<file path="src/rtl/cfg_chain_pkg.sv">
// Package: default field widths and synchronizer depth for the serial
// coefficient loader. Assumes each node holds one proportional field, one
// integral field and a fixed number of small input weights.
package cfg_chain_pkg;
    parameter int DEF_K1_W   = 5;
    parameter int DEF_K2_W   = 12;
    parameter int DEF_KW_W   = 2;
    parameter int DEF_NUM_IN = 4;
    parameter int DEF_SYNC   = 2;

    // Total word length for a given field layout.
    function automatic int word_width(input int k1_w, input int k2_w,
                                      input int kw_w, input int num_in);
        return k1_w + k2_w + kw_w * num_in;
    endfunction
endpackage

</file>
<file path="src/rtl/cfg_sync_bus.sv">
// Module: multi-bit synchronizer built from STAGES flop ranks.
// Assumes each bit is an independent slow level (no bus coherency needed)
// and STAGES >= 1.
module cfg_sync_bus #(
    parameter int W      = 3,
    parameter int STAGES = 2
) (
    input  logic         clk,
    input  logic         rst_n,
    input  logic [W-1:0] async_i,
    output logic [W-1:0] sync_o
);
    logic [W-1:0] stage_q [STAGES];

    for (genvar g = 0; g < STAGES; g++) begin : g_rank
        if (g == 0) begin : g_first
            // First rank samples the asynchronous inputs.
            always_ff @(posedge clk) begin
                if (!rst_n) stage_q[0] <= '0;
                else        stage_q[0] <= async_i;
            end
        end else begin : g_next
            // Later ranks settle metastability.
            always_ff @(posedge clk) begin
                if (!rst_n) stage_q[g] <= '0;
                else        stage_q[g] <= stage_q[g-1];
            end
        end
    end

    assign sync_o = stage_q[STAGES-1];
endmodule

</file>
<file path="src/rtl/cfg_rise_det.sv">
// Module: rising-edge detector for already synchronized levels.
// Assumes the inputs are in the clk domain; the pulse lasts one cycle.
module cfg_rise_det #(
    parameter int W = 2
) (
    input  logic         clk,
    input  logic         rst_n,
    input  logic [W-1:0] level_i,
    output logic [W-1:0] rise_o
);
    logic [W-1:0] prev_q;

    // Remember last cycle's level.
    always_ff @(posedge clk) begin
        if (!rst_n) prev_q <= '0;
        else        prev_q <= level_i;
    end

    assign rise_o = level_i & ~prev_q;
endmodule

</file>
<file path="src/rtl/cfg_shift_reg.sv">
// Module: serial-in parallel-out register, shifting towards the MSB.
// Assumes W >= 2; the MSB is the serial output to the next stage.
module cfg_shift_reg #(
    parameter int W = 25
) (
    input  logic         clk,
    input  logic         rst_n,
    input  logic         shift_en,
    input  logic         ser_i,
    output logic [W-1:0] word_o,
    output logic         ser_o
);
    logic [W-1:0] sreg_q;

    // Take one bit in at position 0 on every shift enable.
    always_ff @(posedge clk) begin
        if (!rst_n)        sreg_q <= '0;
        else if (shift_en) sreg_q <= {sreg_q[W-2:0], ser_i};
    end

    assign word_o = sreg_q;
    assign ser_o  = sreg_q[W-1];
endmodule

</file>
<file path="src/rtl/cfg_shadow_reg.sv">
// Module: holding register loaded in parallel, plus field split.
// Assumes the layout MSB..LSB is K1, K2, then NUM_IN weights with weight 1
// highest.
module cfg_shadow_reg #(
    parameter int K1_W   = 5,
    parameter int K2_W   = 12,
    parameter int KW_W   = 2,
    parameter int NUM_IN = 4,
    localparam int KW_TOT = KW_W * NUM_IN,
    localparam int WORD_W = K1_W + K2_W + KW_TOT
) (
    input  logic              clk,
    input  logic              rst_n,
    input  logic              load_en,
    input  logic [WORD_W-1:0] word_i,
    output logic [WORD_W-1:0] word_o,
    output logic [K1_W-1:0]   k1_o,
    output logic [K2_W-1:0]   k2_o,
    output logic [KW_TOT-1:0] kw_o
);
    logic [WORD_W-1:0] hold_q;

    // Copy the full word on a load pulse, otherwise hold.
    always_ff @(posedge clk) begin
        if (!rst_n)       hold_q <= '0;
        else if (load_en) hold_q <= word_i;
    end

    assign word_o = hold_q;
    assign k1_o   = hold_q[WORD_W-1 -: K1_W];
    assign k2_o   = hold_q[WORD_W-1-K1_W -: K2_W];

    // One slice per weight; weight index 0 (weight 1) sits highest.
    for (genvar g = 0; g < NUM_IN; g++) begin : g_wt
        assign kw_o[KW_TOT-1-g*KW_W -: KW_W] = hold_q[KW_TOT-1-g*KW_W -: KW_W];
    end
endmodule

</file>
<file path="src/rtl/cfg_chain_node.sv">
// Module: top of the per-node serial coefficient loader.
// Synchronizes sck/sda/upd into clk, shifts on sck rises, and loads the
// holding register on upd rises. Assumes each sck level lasts at least
// SYNC_STAGES+1 clk cycles.
module cfg_chain_node
    import cfg_chain_pkg::*;
#(
    parameter int K1_W        = DEF_K1_W,
    parameter int K2_W        = DEF_K2_W,
    parameter int KW_W        = DEF_KW_W,
    parameter int NUM_IN      = DEF_NUM_IN,
    parameter int SYNC_STAGES = DEF_SYNC,
    localparam int KW_TOT     = KW_W * NUM_IN,
    localparam int WORD_W     = word_width(K1_W, K2_W, KW_W, NUM_IN)
) (
    input  logic              clk,
    input  logic              rst_n,
    input  logic              sck_i,
    input  logic              sda_i,
    input  logic              upd_i,
    output logic              sda_o,
    output logic [K1_W-1:0]   k1_o,
    output logic [K2_W-1:0]   k2_o,
    output logic [KW_TOT-1:0] kw_o
);
    logic [2:0]        sync_lvl;
    logic [1:0]        rise;
    logic              sck_rise;
    logic              upd_rise;
    logic [WORD_W-1:0] shift_word;
    logic [WORD_W-1:0] coef_word;

    cfg_sync_bus #(.W(3), .STAGES(SYNC_STAGES)) u_sync (
        .clk     (clk),
        .rst_n   (rst_n),
        .async_i ({sck_i, sda_i, upd_i}),
        .sync_o  (sync_lvl)
    );

    cfg_rise_det #(.W(2)) u_rise (
        .clk     (clk),
        .rst_n   (rst_n),
        .level_i ({sync_lvl[2], sync_lvl[0]}),
        .rise_o  (rise)
    );

    assign sck_rise = rise[1];
    assign upd_rise = rise[0];

    cfg_shift_reg #(.W(WORD_W)) u_shift (
        .clk      (clk),
        .rst_n    (rst_n),
        .shift_en (sck_rise),
        .ser_i    (sync_lvl[1]),
        .word_o   (shift_word),
        .ser_o    (sda_o)
    );

    cfg_shadow_reg #(.K1_W(K1_W), .K2_W(K2_W), .KW_W(KW_W), .NUM_IN(NUM_IN)) u_hold (
        .clk     (clk),
        .rst_n   (rst_n),
        .load_en (upd_rise),
        .word_i  (shift_word),
        .word_o  (coef_word),
        .k1_o    (k1_o),
        .k2_o    (k2_o),
        .kw_o    (kw_o)
    );
endmodule

</file>
<file path="config.mk">
export PLATFORM = sky130hd
export DESIGN_NAME = cfg_chain_node
export DESIGN_NICKNAME = d
export VERILOG_FILES = /design/src/rtl/cfg_chain_pkg.sv /design/src/rtl/cfg_sync_bus.sv /design/src/rtl/cfg_rise_det.sv /design/src/rtl/cfg_shift_reg.sv /design/src/rtl/cfg_shadow_reg.sv /design/src/rtl/cfg_chain_node.sv
export SDC_FILE = /design/constraint.sdc
export NUM_CORES = 1
export LEC_CHECK = 0
export BUFFER_PORTS_ARGS = -buffer_cell sky130_fd_sc_hd__buf_4
export CELL_PAD_IN_SITES_DETAIL_PLACEMENT = 1
export CELL_PAD_IN_SITES_GLOBAL_PLACEMENT = 1
export CORE_UTILIZATION = 40
export CTS_CLUSTER_SIZE = 10
export DETAILED_ROUTE_END_ITERATION = 8
export PLACE_DENSITY = 0.83
export SLEW_MARGIN = 20
export SYNTH_ARGS = -nofsm -noshare
export SYNTH_HDL_FRONTEND = slang
export SYNTH_SLANG_ARGS = --single-unit
</file>
<file path="constraint.sdc">
create_clock -name clk -period 2.5 [get_ports clk]
set_input_delay 0.375 -clock clk [delete_from_list [all_inputs] [get_ports clk]]
set_output_delay 0.375 -clock clk [all_outputs]
set_load 0.05 [all_outputs]
</file>
## Yosys cells after proc, flatten, opt, wreduce, memory -nomap -nowiden

Memory sizes are Yosys's and may differ from the RTL's.
Cells that the tools add are included.

| storage, ports and cells | value |
|---|---|
| register bits | 52 |
| bits in latches | 0 |
| memory bits (writable) | 6 |
| memory bits (read-only) | 0 |
| output and inout port bits | 26 |
| memories | 1 |

Memory list:

| memory | words | bits a word | rd ports | clocked after memory_dff | write ports | line | RTL |
|---|---|---|---|---|---|---|---|
| u_sync.stage_q | 2 | 3 | 2 | 0 | 2 | cfg_sync_bus.sv:13 | `logic [W-1:0] stage_q [STAGES];` |

| operators by class | value |
|---|---|
| $add $sub $neg | 0 |
| multiply operators | 0 |
| div/mod/pow operators | 0 |
| $lt $le $gt $ge | 0 |
| equality and inequality tests | 0 |
| shift operators | 0 |
| mux-type cells | 4 |
| bitwise operators | 4 |
| reduce and logical (&&, ||, !) cells | 0 |

Operator list:

| kind | count |
|---|---|
| 3-bit two-way mux | 2 |
| 2-bit AND | 1 |
| 1-bit two-way mux | 2 |
| 2-bit inverter | 1 |
| 1-bit bitwise OR | 2 |

## Logic depth before layout (Yosys ltp)

| logic depth | value |
|---|---|
| depth after elaboration | 2 |
| mapped depth | 5 |
| mapped depth without buffers | 2 |

## By module

From an unflattened synthesis, not the netlist that was laid out.

| unflattened totals | value |
|---|---|
| cell total of the unflattened synthesis | 204 |
| area, all modules | 2364.8 um2 |

Modules (own cells, without submodules):

| module | times used | cells an instance | area each (um2) | seq. area each (um2) |
|---|---|---|---|---|
| cfg_shadow_reg | 1 | 105 | 1153.6 | 500.5 |
| cfg_shift_reg | 1 | 81 | 973.4 | 500.5 |
| cfg_sync_bus | 1 | 12 | 157.7 | 120.1 |
| cfg_rise_det | 1 | 6 | 80.1 | 40.0 |

## Worst setup path before layout

Ideal clock, no wire load.

| path | value |
|---|---|
| kind | input to register |
| start point | in rst_n |
| end point | reg u_hold.hold_q[10] (netlist: u_hold.word_o[10]) |
| library setup time | 0.120 ns |
| data arrival time | 0.889 ns |
| setup slack | 1.491 ns |
| stages on the path | 5 |
| path buffers | 3 |
| cell sequence | buf_4 > buf_6 > buf_4 > nand2_1 > mux2i_1 |

RTL lines:

| what | line | RTL |
|---|---|---|
| start: declaration | cfg_chain_node.sv:17 | `input logic rst_n,` |
| end signal: assignment | cfg_shadow_reg.sv:26 | `else if (load_en) hold_q <= word_i;` |
| end: declaration | cfg_shadow_reg.sv:21 | `logic [WORD_W-1:0] hold_q;` |

==> metrics.md <==
| Metric | Value |
|---|---|
| Status | `completed` |
| CTS tree | `done` |
| Hold Crit Start | `sck_i` |
| Final Non-Filler Cells | `285` |
| DRT Wirelength | `3.69 mm` |
| # IOs | `31` |
| Setup CP Type | `register to register` |
| Max-Cap Viols | `0` |
| Critical Path Max Stage Delay | `0.41 ns` |
| Hold Path End | `u_sync.stage_q[0][2]` |
| Number of fill cells | `567` |
| CP Data Arrival Time | `1.56 ns` |
| Vias | `1310` |
| Via density | `4.60` |
| Pwr Density | `702 mW/mm^2` |
| Slowest-stage cell, CP | `nor2b_4` |
| Antenna viol nets, final | `0` |
| Chip Height | `74.1 um` |
| R2r worst-path depth | `3` |
| Met1 Use GR | `18.3%` |
| Busiest grt layer | `met2` |
| Largest net degree at the start of global routing | `60` |
| GR met2 Demand/Resource | `22.8%` |
| Initial DRC Count | `59` |
| CP cell instances | `nor2b_4 -> buf_4 -> mux2i_1` |
| Final Hold Fails | `0` |
| Final min period | `1.31 ns` |
| # setup viols final | `0` |
| Final Net Count | `218` |
| GRT Util Overall | `15.0%` |
| P&R area growth vs syn | `16.6%` |
| Share of the yosys chip area belonging to registers | `55.8%` |
| Maximum VDD drop | `0.000475 V` |
| Fin. max-slew vios | `0` |
| Area contributors post-synth | `dfxtp_1 56%, mux2i_1 24%, nand2_1 9.2%, buf_12 3.8%, and2_1 1.8%` |
| Worst reg-to-reg setup slack | `1.19 ns` |
| Worst setup SP type | `register` |
| Critical R2R Capture | `u_hold.word_o[17]` |
| Area of the core | `0.00488 sq mm` |
| WL/cell | `13.0 um` |
| Clk slew on worst S/H paths | `0.06 ns` |
| Num CTS Buffers | `9` |
| Flops & latches, synth | `58` |
| Routability Congestion | `0.651` |
| Post-CTS Setup Bufs | `0` |
| Crit Path Max Fanout | `12` |
| Initial Util | `42.7%` |
| Clock root buffer | `clkbuf_8` |
| Leak Pwr | `0.000941 uW` |
| Final setup TNS | `0 ns` |
| Tightest Pin Transition | `0.556 ns` |
| CTS sink cnt | `58` |
| Clk_skew | `0.00711 ns` |
| Clock buffer depth | `2` |
| FP Rows | `25` |
| Initial antenna violation count | `0` |
| Post-DP HPWL | `2.32 mm` |
| Cells resized by post-CTS repair | `0` |
| CP endpoint kind | `register` |
| Antenna cells | `0` |
| Synthesized cell area | `0.00208 sq mm` |
| Final period util | `52.4%` |
| GR met3 Demand/Resource | `5.01%` |
| Fmax | `763 MHz` |
| Hold WC Path Type | `primary input to register` |
| First-pass GRT wire length | `6.13 mm` |
| Die width | `74.1 um` |
| Proportion of layout cells with a drive suffix above 1 | `22.9%` |
| CTS Hold Bufs | `0` |
| Vias in the first global route | `1339` |
| Dominant cell type by area after synthesis | `dfxtp_1` |
| RSZ-0062 raised after global routing | `false` |
| Syn nets | `187` |
| CP Data Required Time | `2.75 ns` |
| Synth unique cells | `10` |
| Avg Inst Size Synth | `11.4 sq um` |
| Post-synth top area share | `55.8%` |
| Reg-to-Reg Start | `u_sync.stage_q[1][0]` |
| Skew-Pair Late Insertion Delay | `0.32 ns` |
| Pre-Repair DR Iteration Count | `4` |
| Ys Warns | `0` |
| Placed insts | `269` |
| Remaining DRCs | `0` |
| Number of port buffers | `30` |
| H-tree depth | `3` |
| Max-slew headroom | `63.0%` |
| Gr ovfl total | `0` |
| WHS Path Cells | `2` |
| Post-synthesis instance total | `182` |
| Die area | `0.00550 sq mm` |
-- how the worst max path moves through the flow --
stage / slack (ns) / startpoint / end / cells past startpoint
after floorplan: 1.49 / rst_n / u_hold.word_o[10] / 5
after global placement: 1.22 / rst_n / u_hold.word_o[21] / 3
after detailed placement: 1.18 / u_sync.stage_q[1][0] / u_hold.word_o[17] / 3
after CTS: 1.15 / u_sync.stage_q[1][0] / u_hold.word_o[17] / 3
after global routing: 1.09 / u_sync.stage_q[1][0] / u_hold.word_o[11] / 3
final: 1.19 / u_sync.stage_q[1][0] / u_hold.word_o[17] / 3
-- Yosys cell counts (all sizes together) --
master and n:
and2 8, nor2b 2, mux2i 50, nand2 51, dfxtp 58, buf 13
-- cells in the final DEF, fill, tap and decap left out --
cell,netlist,layout
mux2i_1,50,50
nand2_1,51,51
and2_1,6,6
clkbuf_8,0,10
buf_4,2,33
nor2b_4,2,2
dfxtp_1,58,58
clkbuf_1,0,3
and2_2,2,2
clkinv_2,0,3
-- power breakdown --
part	switching (uW)	internal (uW)	total [uW]
Clock	336	382	718
Combinational	31.4	22.3	53.7
Sequential	2.17	930	932
-- state kept, by name (all words and copies together) (netlist names) --
name and cells:
u_sync.stage_q 6, u_rise.prev_q 2, u_hold.word_o 25, u_shift.word_o 25
-- final cells by class --
| cell class | instances | area (sq um) | share of cell area, % |
|---|---|---|---|
| clock inverter | 3 | 15.0 | 0.618 |
| tap | 67 | 83.8 | 3.45 |
| clock buffer | 13 | 149 | 6.13 |
| timing repair buffer | 33 | 248 | 10.2 |
| multi-input combinational | 111 | 772 | 31.8 |
| sequential | 58 | 1160 | 47.8 |
-- per-stage QoR --
| stage | setup WS [ns] | utilization (%) | total power (uW) | hold slack [ns] | area [sq um] |
|---|---|---|---|---|---|
| after floorplan | 1.49 | - | 1010 | 0.412 | 2080 |
| after global placement | 1.22 | 46.4 | 1010 | 0.415 | 2260 |
| after detailed placement | 1.18 | 46.4 | 1010 | 0.421 | 2260 |
| after CTS | 1.15 | 49.8 | 1730 | 0.249 | 2430 |
| after global routing | 1.09 | 49.8 | 1770 | 0.259 | 2430 |
| final | 1.19 | 49.8 | 1700 | 0.266 | 2430 |
-- logic make-up (layout without fill, tap and decap cells) --
group         after synthesis  count (layout)  synth area share [%]
mux                        50              50                  24.0
simple gates               61              61                  13.0
flops                      58              58                  55.8
buf+inv                    13              49                  7.15
-- critical path, delay by kind of cell (launching register included) --
kind                   cells  cell delay, ns
and+or+nand+nor            1            0.41
buffers and inverters      1            0.29
DFF                        1            0.33
muxes                      1            0.21
-- metal layers --
metal / share of wire (%) / wire, um / up-vias
met2: 45 / 1670 / 25
met5: 0 / 0 / -
met3: 4.5 / 166 / 8
li1: - / - / 656
met4: 2.2 / 82 / 0
met1: 48 / 1780 / 621
No activity file was read; power rests on OpenSTA's default activity.
